$ cat config.mk
export PLATFORM = sky130hd
export DESIGN_NAME = smart_bypass_arbiter
export DESIGN_NICKNAME = d
export VERILOG_FILES = /design/src/rtl/smart_arb_pkg.sv /design/src/rtl/smart_req_qualify.sv /design/src/rtl/smart_near_pick.sv /design/src/rtl/smart_bypass_fsm.sv /design/src/rtl/smart_bypass_arbiter.sv
export SDC_FILE = /design/constraint.sdc
export NUM_CORES = 1
export LEC_CHECK = 0
export BUFFER_PORTS_ARGS = -buffer_cell sky130_fd_sc_hd__buf_4
export CAP_MARGIN = 20
export CORE_MARGIN = 3
export CORE_UTILIZATION = 47
export CTS_BUF_LIST = sky130_fd_sc_hd__clkbuf_8
export CTS_CLUSTER_SIZE = 8
export DETAILED_ROUTE_END_ITERATION = 6
export PLACE_DENSITY = 0.85
export SYNTH_ARGS = -nofsm -noshare
export SYNTH_HDL_FRONTEND = slang
export SYNTH_HIERARCHICAL = 1
export SYNTH_SLANG_ARGS = --single-unit
$ cat constraint.sdc
create_clock -name clk -period 3.3 [get_ports clk]
set_clock_uncertainty 0.1 [all_clocks]
set_input_delay 0.66 -clock clk [delete_from_list [all_inputs] [get_ports clk]]
set_output_delay 0.66 -clock clk [all_outputs]
set_load 0.03 [all_outputs]
$ cat src/rtl/smart_arb_pkg.sv
package smart_arb_pkg;

    typedef enum logic [2:0] {
        ARB_IDLE       = 3'd0,
        ARB_PASS       = 3'd1,
        ARB_LAND       = 3'd2,
        ARB_LOCAL      = 3'd3,
        ARB_LOCAL_HOLD = 3'd4
    } arb_state_e;

endpackage

$ cat src/rtl/smart_req_qualify.sv
module smart_req_qualify #(
    parameter int HPC = 7,
    parameter int HW  = 3
) (
    input  logic              clk,
    input  logic              rst_n,
    input  logic [HPC-1:0]    req_valid,
    input  logic [HPC*HW-1:0] req_hops,
    output logic [HPC-1:0]    qual,
    output logic [HPC-1:0]    last_hop
);

    // A lane qualifies when its flit travels at least as far as this router.
    for (genvar i = 0; i < HPC; i++) begin : g_lane
        localparam logic [HW-1:0] DIST = HW'(i + 1);
        logic [HW-1:0] hops;
        assign hops        = req_hops[i*HW +: HW];
        assign qual[i]     = req_valid[i] && (hops >= DIST);
        assign last_hop[i] = req_valid[i] && (hops == DIST);
    end

    AST_QUAL_NEEDS_VALID: assert property (@(posedge clk) disable iff (!rst_n)
        ((qual & ~req_valid) == '0));

endmodule

$ cat src/rtl/smart_near_pick.sv
module smart_near_pick #(
    parameter int N = 7
) (
    input  logic         clk,
    input  logic         rst_n,
    input  logic [N-1:0] qual,
    output logic [N-1:0] pick,
    output logic         any
);

    // Nearest lane first: the lowest index wins.
    always_comb begin
        logic seen;
        seen = 1'b0;
        pick = '0;
        for (int i = 0; i < N; i++) begin
            if (qual[i] && !seen) begin
                pick[i] = 1'b1;
            end
            seen = seen | qual[i];
        end
    end

    assign any = |qual;

    AST_PICK_FROM_QUAL: assert property (@(posedge clk) disable iff (!rst_n)
        ((pick & ~qual) == '0));
    AST_PICK_ONEHOT: assert property (@(posedge clk) disable iff (!rst_n)
        ($onehot0(pick) && (any == (pick != '0))));

endmodule

$ cat src/rtl/smart_bypass_fsm.sv
module smart_bypass_fsm
    import smart_arb_pkg::*;
#(
    parameter int N = 7
) (
    input  logic         clk,
    input  logic         rst_n,
    input  logic         local_req,
    input  logic         up_any,
    input  logic [N-1:0] up_pick,
    input  logic         up_last,
    output logic         byp_en,
    output logic         latch_en,
    output logic         grant_local,
    output logic [N-1:0] grant_dist
);

    arb_state_e state_q, state_d;
    logic [N-1:0] dist_q;

    always_comb begin
        if (local_req && up_any)  state_d = ARB_LOCAL_HOLD;
        else if (local_req)       state_d = ARB_LOCAL;
        else if (up_any && up_last) state_d = ARB_LAND;
        else if (up_any)          state_d = ARB_PASS;
        else                      state_d = ARB_IDLE;
    end

    always_ff @(posedge clk or negedge rst_n) begin
        if (!rst_n) begin
            state_q <= ARB_IDLE;
            dist_q  <= '0;
        end else begin
            state_q <= state_d;
            dist_q  <= local_req ? '0 : up_pick;
        end
    end

    always_comb begin
        byp_en      = 1'b0;
        latch_en    = 1'b0;
        grant_local = 1'b0;
        grant_dist  = '0;
        unique case (state_q)
            ARB_IDLE: ;
            ARB_PASS: begin
                byp_en     = 1'b1;
                grant_dist = dist_q;
            end
            ARB_LAND: begin
                latch_en   = 1'b1;
                grant_dist = dist_q;
            end
            ARB_LOCAL: grant_local = 1'b1;
            ARB_LOCAL_HOLD: begin
                grant_local = 1'b1;
                latch_en    = 1'b1;
            end
            default: ;
        endcase
    end

    AST_FLAGS_EXCL: assert property (@(posedge clk) disable iff (!rst_n)
        !(byp_en && latch_en));
    AST_PASS_HAS_LANE: assert property (@(posedge clk) disable iff (!rst_n)
        byp_en |-> (grant_dist != '0));
    AST_GRANT_ONEHOT: assert property (@(posedge clk) disable iff (!rst_n)
        $onehot0({grant_local, grant_dist}));

endmodule

$ cat src/rtl/smart_bypass_arbiter.sv
module smart_bypass_arbiter #(
    parameter int HPC = 7,
    localparam int HW = $clog2(HPC + 1)
) (
    input  logic              clk,
    input  logic              rst_n,
    input  logic              local_req,
    input  logic [HPC-1:0]    req_valid,
    input  logic [HPC*HW-1:0] req_hops,
    output logic              byp_en,
    output logic              latch_en,
    output logic              grant_local,
    output logic [HPC-1:0]    grant_dist
);

    logic [HPC-1:0] qual, last_hop, pick;
    logic           any;

    smart_req_qualify #(.HPC(HPC), .HW(HW)) qual_i (
        .clk(clk), .rst_n(rst_n), .req_valid(req_valid), .req_hops(req_hops),
        .qual(qual), .last_hop(last_hop)
    );

    smart_near_pick #(.N(HPC)) pick_i (
        .clk(clk), .rst_n(rst_n), .qual(qual), .pick(pick), .any(any)
    );

    smart_bypass_fsm #(.N(HPC)) fsm_i (
        .clk(clk), .rst_n(rst_n), .local_req(local_req), .up_any(any),
        .up_pick(pick), .up_last(|(pick & last_hop)),
        .byp_en(byp_en), .latch_en(latch_en), .grant_local(grant_local),
        .grant_dist(grant_dist)
    );

    AST_LOCAL_FIRST: assert property (@(posedge clk) disable iff (!rst_n)
        local_req |=> (grant_local && grant_dist == '0));
    AST_IDLE_CLEARS: assert property (@(posedge clk) disable iff (!rst_n)
        (!local_req && req_valid == '0) |=>
        (!byp_en && !latch_en && !grant_local && grant_dist == '0));

endmodule

==> impl_results.md, run 1 <==
- Clock slew seen by the registers of the worst setup and hold paths: 50 ps
- Leakage dissipation: 0.478 nW
- Total die area: 1930 sq um
- DR vias: 672
- Comb power frac: 23.2%
- DRC viols: 0
- Status: finished, final reports clean
- Post-CTS sizing: 0
- Crit-path leading delay family: simple AND/OR/NAND/NOR gates
- Internal power: 0.278 mW
- CP max-delay cell: or4_4
- HPWL after DPL: 1.24 mm
- Crit. End Element: flop
- Final nets: 144
- Max incr delay on CP: 550 ps
- Buf/Inv on CP: 2
- Mux contribution to synthesized area: 0%
- CP Class: input pin to flop
- ANT cells: 0
- Max rail drop VDD: 0.140 mV
- Area share of fa/ha/maj cells after synthesis: 0%
- Headroom to the max-slew limit: 66.0%
- Crit path launch type: input pin
- Syn-to-layout area delta: 53.5%
- Total CTS buffers: 3
- Maximum number of pins on one net before global-route repair: 12
- Postcts setup bufs: 0
- Final Slew Violations: 0
- Yosys warning total: 6
- Max-cap violations: 0
- Final Setup Violations: 0
- Syn Area/Cell: 9.65 sq um
- Worst path depth: 8
- Final setup margin: 815 ps
- CP Max Fanout: 6
- Tightest Pin Transition: 507 ps
- Gr ovfl total: 0
- Total Power: 0.363 mW
- Post-place setup slack: 609 ps
- Final worst path period need: 2490 ps
- IO Pins: 41
- Data required, critical path: 3340 ps
- RSZ-0062 raised after global routing: false
- Multi-input gate area: 405 sq um
- Post-Synthesis Cells: 70
- FF/Latch Area: 250 sq um
- Fin. Hold Viols: 0
- Sequential fraction of the synthesis area: 37.0%
- Die Width: 43.9 microns
- Synth area leaders: dfrtp_1, nor3b_1, nor2b_1, nand2b_1, and4_1
- Synth top area share: 37.0%
- Critical path arrival: 2530 ps
- Initial antenna violation count: 0
- Fin util: 78.7%
- Compound-Gate Fraction of Synth Area: 9.07%
- Clock Tree Root: clkbuf_8
- Synth Cell Area: 676 sq um
- Clk buf depth: 2
- Seq pwr share: 36.9%
- Most frequent cell after synthesis: nor3b_1
- Post-DRT Antenna Nets: 0
- Number of flops mapped to enable cells by yosys: 0
- Initial Util: 51.3%
- DR WL/cell: 11.0 microns
- GRT Util Overall: 17.2%
- Tcrit/Tclk final: 75.3%
- Net switching power: 0.0842 mW
- Worst hold path type: input pin to asynchronous set/reset pin
- Clock Power Share: 39.9%
- Post-synth ARST share: 100%
- Total Wirelength: 1.39 mm
- CTS tree: built
- Syn Nets: 101
- Main combinational cell family by area after synthesis: simple AND/OR/NAND/NOR gates
- CP cell instances: buf_4 > o31a_1 > or4_4 > nor4b_1 > a22oi_1 > nand3_1 > inv_1 > o21ai_0
- Setup TNS: 0 ps
- Core Area: 1320 sq um
- Vias in the first global route: 694
- Global placer's final weighted congestion: 0.791
- Vias/cell: 5.29
- Die Y: 43.9 microns
- Cell variety after synth: 30
- Dominant cell type by area after synthesis: dfrtp_1
- PortBufs: 40
- DRT Pass-1 Iters: 4
- Cell Pwr Density: 350 nW/um^2
- XOR/XNOR Fraction of Synth Area: 2.59%
- DRT iter0 DRCs: 8
- H-tree depth: 1
- Clock sinks: 10
- Max Freq: 402 MHz
- Layout cells sized above 1: 44.6%
- FP Rows: 13
- Filler instances: 98
- Simple-gate share of the synthesized area: 48.3%
- Post-synth top flop: dfrtp_1
- Hold-fix buffers at CTS: 0
- Switching share of power: 23.2%
- Synthesized flop and latch total: 10
- Global-route wire length before repair: 2.53 mm
- Most instantiated cells after synthesis: nor3b_1, dfrtp_1, nor2b_1
[layer usage]
layer	part of all wire, %	track usage, %	vias to the layer above
met5	0	0	-
met4	1.9	10.8	0
met1	37	18.0	297
met3	9.8	1.66	2
met2	51	32.0	35
li1	-	-	338
[area by class of cell]
class / count / share of cell area, %
clock buffer: 4 / 5.31
inverter: 2 / 0.724
multi-input combinational: 56 / 39.1
sequential: 10 / 24.1
tap: 15 / 1.81
timing repair buffer: 40 / 29.0
[layout by cell type (no fill, tap or decap), drive strengths merged, types with 3 or more instances in the layout]
master / n
clkbuf: 4
dfrtp: 10
buf: 40
nor3b: 12
nand2b: 3
nor2b: 10
o21ai: 3
nor2: 4
[path summary, 6_finish.rpt]
check                       startpoint                    endpoint  slack [ps]
min                              rst_n   fsm_i/dist_q[0]$_DFF_PN0_         150
max in group asynchronous        rst_n   fsm_i/dist_q[5]$_DFF_PN0_        2820
max                        req_hops[1]  fsm_i/state_q[1]$_DFF_PN0_         810
min in group clk             local_req   fsm_i/dist_q[3]$_DFF_PN0_         560
[sequential cells by signal, summed over array words and instances (netlist names)]
name / flops
fsm_i/dist_q: 7
fsm_i/state_q: 3
[power by group through the flow]
stage	combinational, mW	sequential (mW)	clock (mW)
3_3_place_gp	0.0829	0.135	0
2_1_floorplan	0.0440	0.132	0
6_report	0.0843	0.134	0.145
3_5_place_dp	0.0850	0.136	0
4_1_cts	0.0851	0.134	0.148
5_1_grt	0.0932	0.135	0.155
[metrics by stage]
stage | instances | hold slack [ps] | area, sq um
floorplan | 70 | 264 | 676
global placement | 123 | 388 | 982
detailed placement | 123 | 391 | 982
CTS | 127 | 149 | 1040
global route | 127 | 155 | 1040
finish | 127 | 148 | 1040
[cells by family (layout without fill, tap and decap cells)]
kind of cell	count (synthesis)	after routing
and+or+nand+nor	45	45
DFF	10	10
AOI/OAI and AO/OA	9	9
buffers and inverters	4	46
xor gates and xnor gates	2	2
(Power assumes the default switching activity.)
==> run 2: changes to the inputs <==
--- a/config.mk
+++ b/config.mk
@@ -8,11 +8,11 @@
 export BUFFER_PORTS_ARGS = -buffer_cell sky130_fd_sc_hd__buf_4
 export CAP_MARGIN = 20
 export CORE_MARGIN = 3
-export CORE_UTILIZATION = 47
+export CORE_UTILIZATION = 44
 export CTS_BUF_LIST = sky130_fd_sc_hd__clkbuf_8
 export CTS_CLUSTER_SIZE = 8
 export DETAILED_ROUTE_END_ITERATION = 6
-export PLACE_DENSITY = 0.85
+export PLACE_DENSITY = 0.8
 export SYNTH_ARGS = -nofsm -noshare
 export SYNTH_HDL_FRONTEND = slang
 export SYNTH_HIERARCHICAL = 1
==> constraint.sdc (replaced) <==
create_clock -name clk -period 2.3 [get_ports clk]
set_clock_uncertainty 0.1 [all_clocks]
set_input_delay 0.46 -clock clk [delete_from_list [all_inputs] [get_ports clk]]
set_output_delay 0.46 -clock clk [all_outputs]
set_load 0.03 [all_outputs]
==> run 2 against run 1 <==
  * Wire length increased by 1.0%
  * Design area up 1.1%
  * Combinational power up 49%
  * Core utilization fell by 2.0 points
  * Worst hold slack improved by 200 ps
  * Sequential cell count is the same
  * Critical endpoint unchanged
==> impl_results.md, run 2 (same netlist as run 1, synthesis figures left out) <==
- Crit. End Element: flop (unchanged)
- CP Max Fanout: 4 (was 6)
- PortBufs: 40 (unchanged)
- Setup TNS: 0 ps (unchanged)
- Largest Register: fsm_i/dist_q (unchanged)
- Headroom to the max-slew limit: 66.6% (was 66.0%)
- Final worst path period need: 2150 ps
- Gr ovfl total: 0 (unchanged)
- Final Slew Violations: 0 (unchanged)
- Vias in the first global route: 651 (was 694)
- Fin. Hold Viols: 0 (unchanged)
- Filler instances: 107 (was 98)
- Switching share of power: 24.5% (was 23.2%)
- Comb power frac: 26.0% (was 23.2%)
- Final Setup Violations: 0 (unchanged)
- CP cell instances: buf_4 > o31a_1 > or4_4 > nor4b_1 > a22oi_1 > nand3_1 > inv_1 > o21ai_0 (unchanged)
- Max-cap violations: 0 (unchanged)
- Total die area: 2040 sq um (was 1930 sq um)
- Cell Pwr Density: 464 nW/um^2 (was 350 nW/um^2)
- Die Y: 45.2 microns (was 43.9 microns)
- Syn-to-layout area delta: 55.2% (was 53.5%)
- HPWL after DPL: 1.23 mm (was 1.24 mm)
- Final nets: 147 (was 144)
- Layout cells sized above 1: 44.7% (was 44.6%)
- ANT cells: 0 (unchanged)
- Clock slew seen by the registers of the worst setup and hold paths: 40 ps (was 50 ps)
- Crit path launch type: input pin (unchanged)
- Die Width: 45.2 microns (was 43.9 microns)
- Largest registers: fsm_i/dist_q (7), fsm_i/state_q (3) (unchanged)
- Tcrit/Tclk final: 93.5%
- Max Freq: 465 MHz
- DRT iter0 DRCs: 7 (was 8)
- CP max-delay cell: or4_4 (unchanged)
- IO Pins: 41 (unchanged)
- Internal power: 0.367 mW (was 0.278 mW)
- DR vias: 663 (was 672)
- Max rail drop VDD: 0.262 mV (was 0.140 mV)
- Total Power: 0.487 mW (was 0.363 mW)
- Global placer's final weighted congestion: 0.769 (was 0.791)
- DR WL/cell: 10.9 microns (was 11.0 microns)
- Clock sinks: 10 (unchanged)
- Most common cell after layout, fill and taps aside: buf_4 (unchanged)
- Status: finished, final reports clean (unchanged)
- Critical path arrival: 2200 ps (was 2530 ps)
- Seq pwr share: 39.3% (was 36.9%)
- Clk buf depth: 2 (unchanged)
- Max incr delay on CP: 530 ps (was 550 ps)
- Clock Power Share: 34.7% (was 39.9%)
- Leading cell types in the layout, fill and taps excluded: buf_4, nor3b_1, dfrtp_1, nor2b_1, nor2_1 (was buf_4, nor3b_1, dfrtp_1, nor2b_1)
- DRT Pass-1 Iters: 4 (unchanged)
- RSZ-0062 raised after global routing: false (unchanged)
- Worst hold path type: input pin to flop (was input pin to asynchronous set/reset pin)
- Vias/cell: 5.14 (was 5.29)
- Global-route wire length before repair: 2.40 mm (was 2.53 mm)
- Maximum number of pins on one net before global-route repair: 12 (unchanged)
- Initial antenna violation count: 0 (unchanged)
- Hold path start: local_req
- Total CTS buffers: 3 (unchanged)
- FF/Latch Area: 250 sq um (unchanged)
- DRC viols: 0 (unchanged)
- Total Wirelength: 1.41 mm (was 1.39 mm)
- CTS tree: built (unchanged)
- Clock Tree Root: clkbuf_8 (unchanged)
- Net switching power: 0.119 mW (was 0.0842 mW)
- Post-CTS sizing: 0 (unchanged)
- Hold Path Depth: 2
- GRT Util Overall: 16.4% (was 17.2%)
- Largest register FFs: 7 (unchanged)
- Leakage dissipation: 0.485 nW (was 0.478 nW)
- H-tree depth: 1 (unchanged)
- CP Class: input pin to flop (unchanged)
- Data required, critical path: 2350 ps (was 3340 ps)
- Core Area: 1370 sq um (was 1320 sq um)
- Tightest Pin Transition: 497 ps (was 507 ps)
- Multi-input gate area: 405 sq um (unchanged)
- Initial Util: 49.5% (was 51.3%)
- Worst Hold End: fsm_i/dist_q[3]$_DFF_PN0_
- FP Rows: 13 (unchanged)
- Post-DRT Antenna Nets: 0 (unchanged)
## run 2: changes by cell type in the layout (fill, tap and decap cells not counted)
cell | before | now
clkbuf_8 | 4 | 3
buf_4 | 40 | 42
dlygate4sd3_1 | 0 | 1
## run 2: area by class of cell
class | instances | share of cell area [%]
well taps | 15 | 1.79
clock buffers | 3 | 3.94
inverters | 2 | 0.716
flip-flops and latches | 10 | 23.9
multi-input cells | 56 | 38.7
repair buffers | 43 | 31.0
## run 2: how the worst max path moves through the flow
stage / endpoint / slack, ps / start
final: fsm_i/state_q[1]$_DFF_PN0_ / 150 / req_hops[1]
after global routing: fsm_i/state_q[1]$_DFF_PN0_ / 60 / req_hops[1]
after CTS: fsm_i/state_q[1]$_DFF_PN0_ / 160 / req_hops[1]
after global placement: fsm_i/state_q[1]$_DFF_PN0_ / -10 / req_hops[1]
after floorplan: fsm_i/state_q[1]$_DFF_PN0_ / 110 / req_hops[1]
after detailed placement: fsm_i/state_q[1]$_DFF_PN0_ / -80 / req_hops[1]
## run 2: through the flow
step	area, sq um	setup slack (ps)	cells	utilization (%)	hold WS, ps
3_3_place_gp	997	-13.5	125	73.0	188
6_report	1050	150	129	76.7	352
2_1_floorplan	676	113	70	-	64.4
5_1_grt	1050	56.4	129	76.7	365
3_5_place_dp	997	-77.0	125	73.0	190
4_1_cts	1050	162	129	76.7	349
## run 2: what timing repair did
item | CTS | global route
buffers inserted | 0 | 0
hold buffers | 1 | 0
hold endpoints to repair | 10 | 0
## run 2: routing by layer
metal / global-route usage, % / wire (microns) / up-vias
met3: 1.59 / 149 / 5
li1: - / - / 343
met5: 0 / 0 / -
met4: 14.0 / 52 / 0
met2: 29.4 / 701 / 38
met1: 16.7 / 503 / 277
## run 2: worst max-delay path: cells and delay by family
family	cells	cell delay [ps]
compound gates	3	570
buf+inv	2	150
simple gates	3	1020
## run 2: power by group through the flow
stage	clock network [mW]	logic (mW)	registers [mW]
finish	0.169	0.126	0.191
global route	0.182	0.139	0.193
CTS	0.175	0.127	0.192
detailed placement	0	0.126	0.194
global placement	0	0.123	0.194
floorplan	0	0.0631	0.190
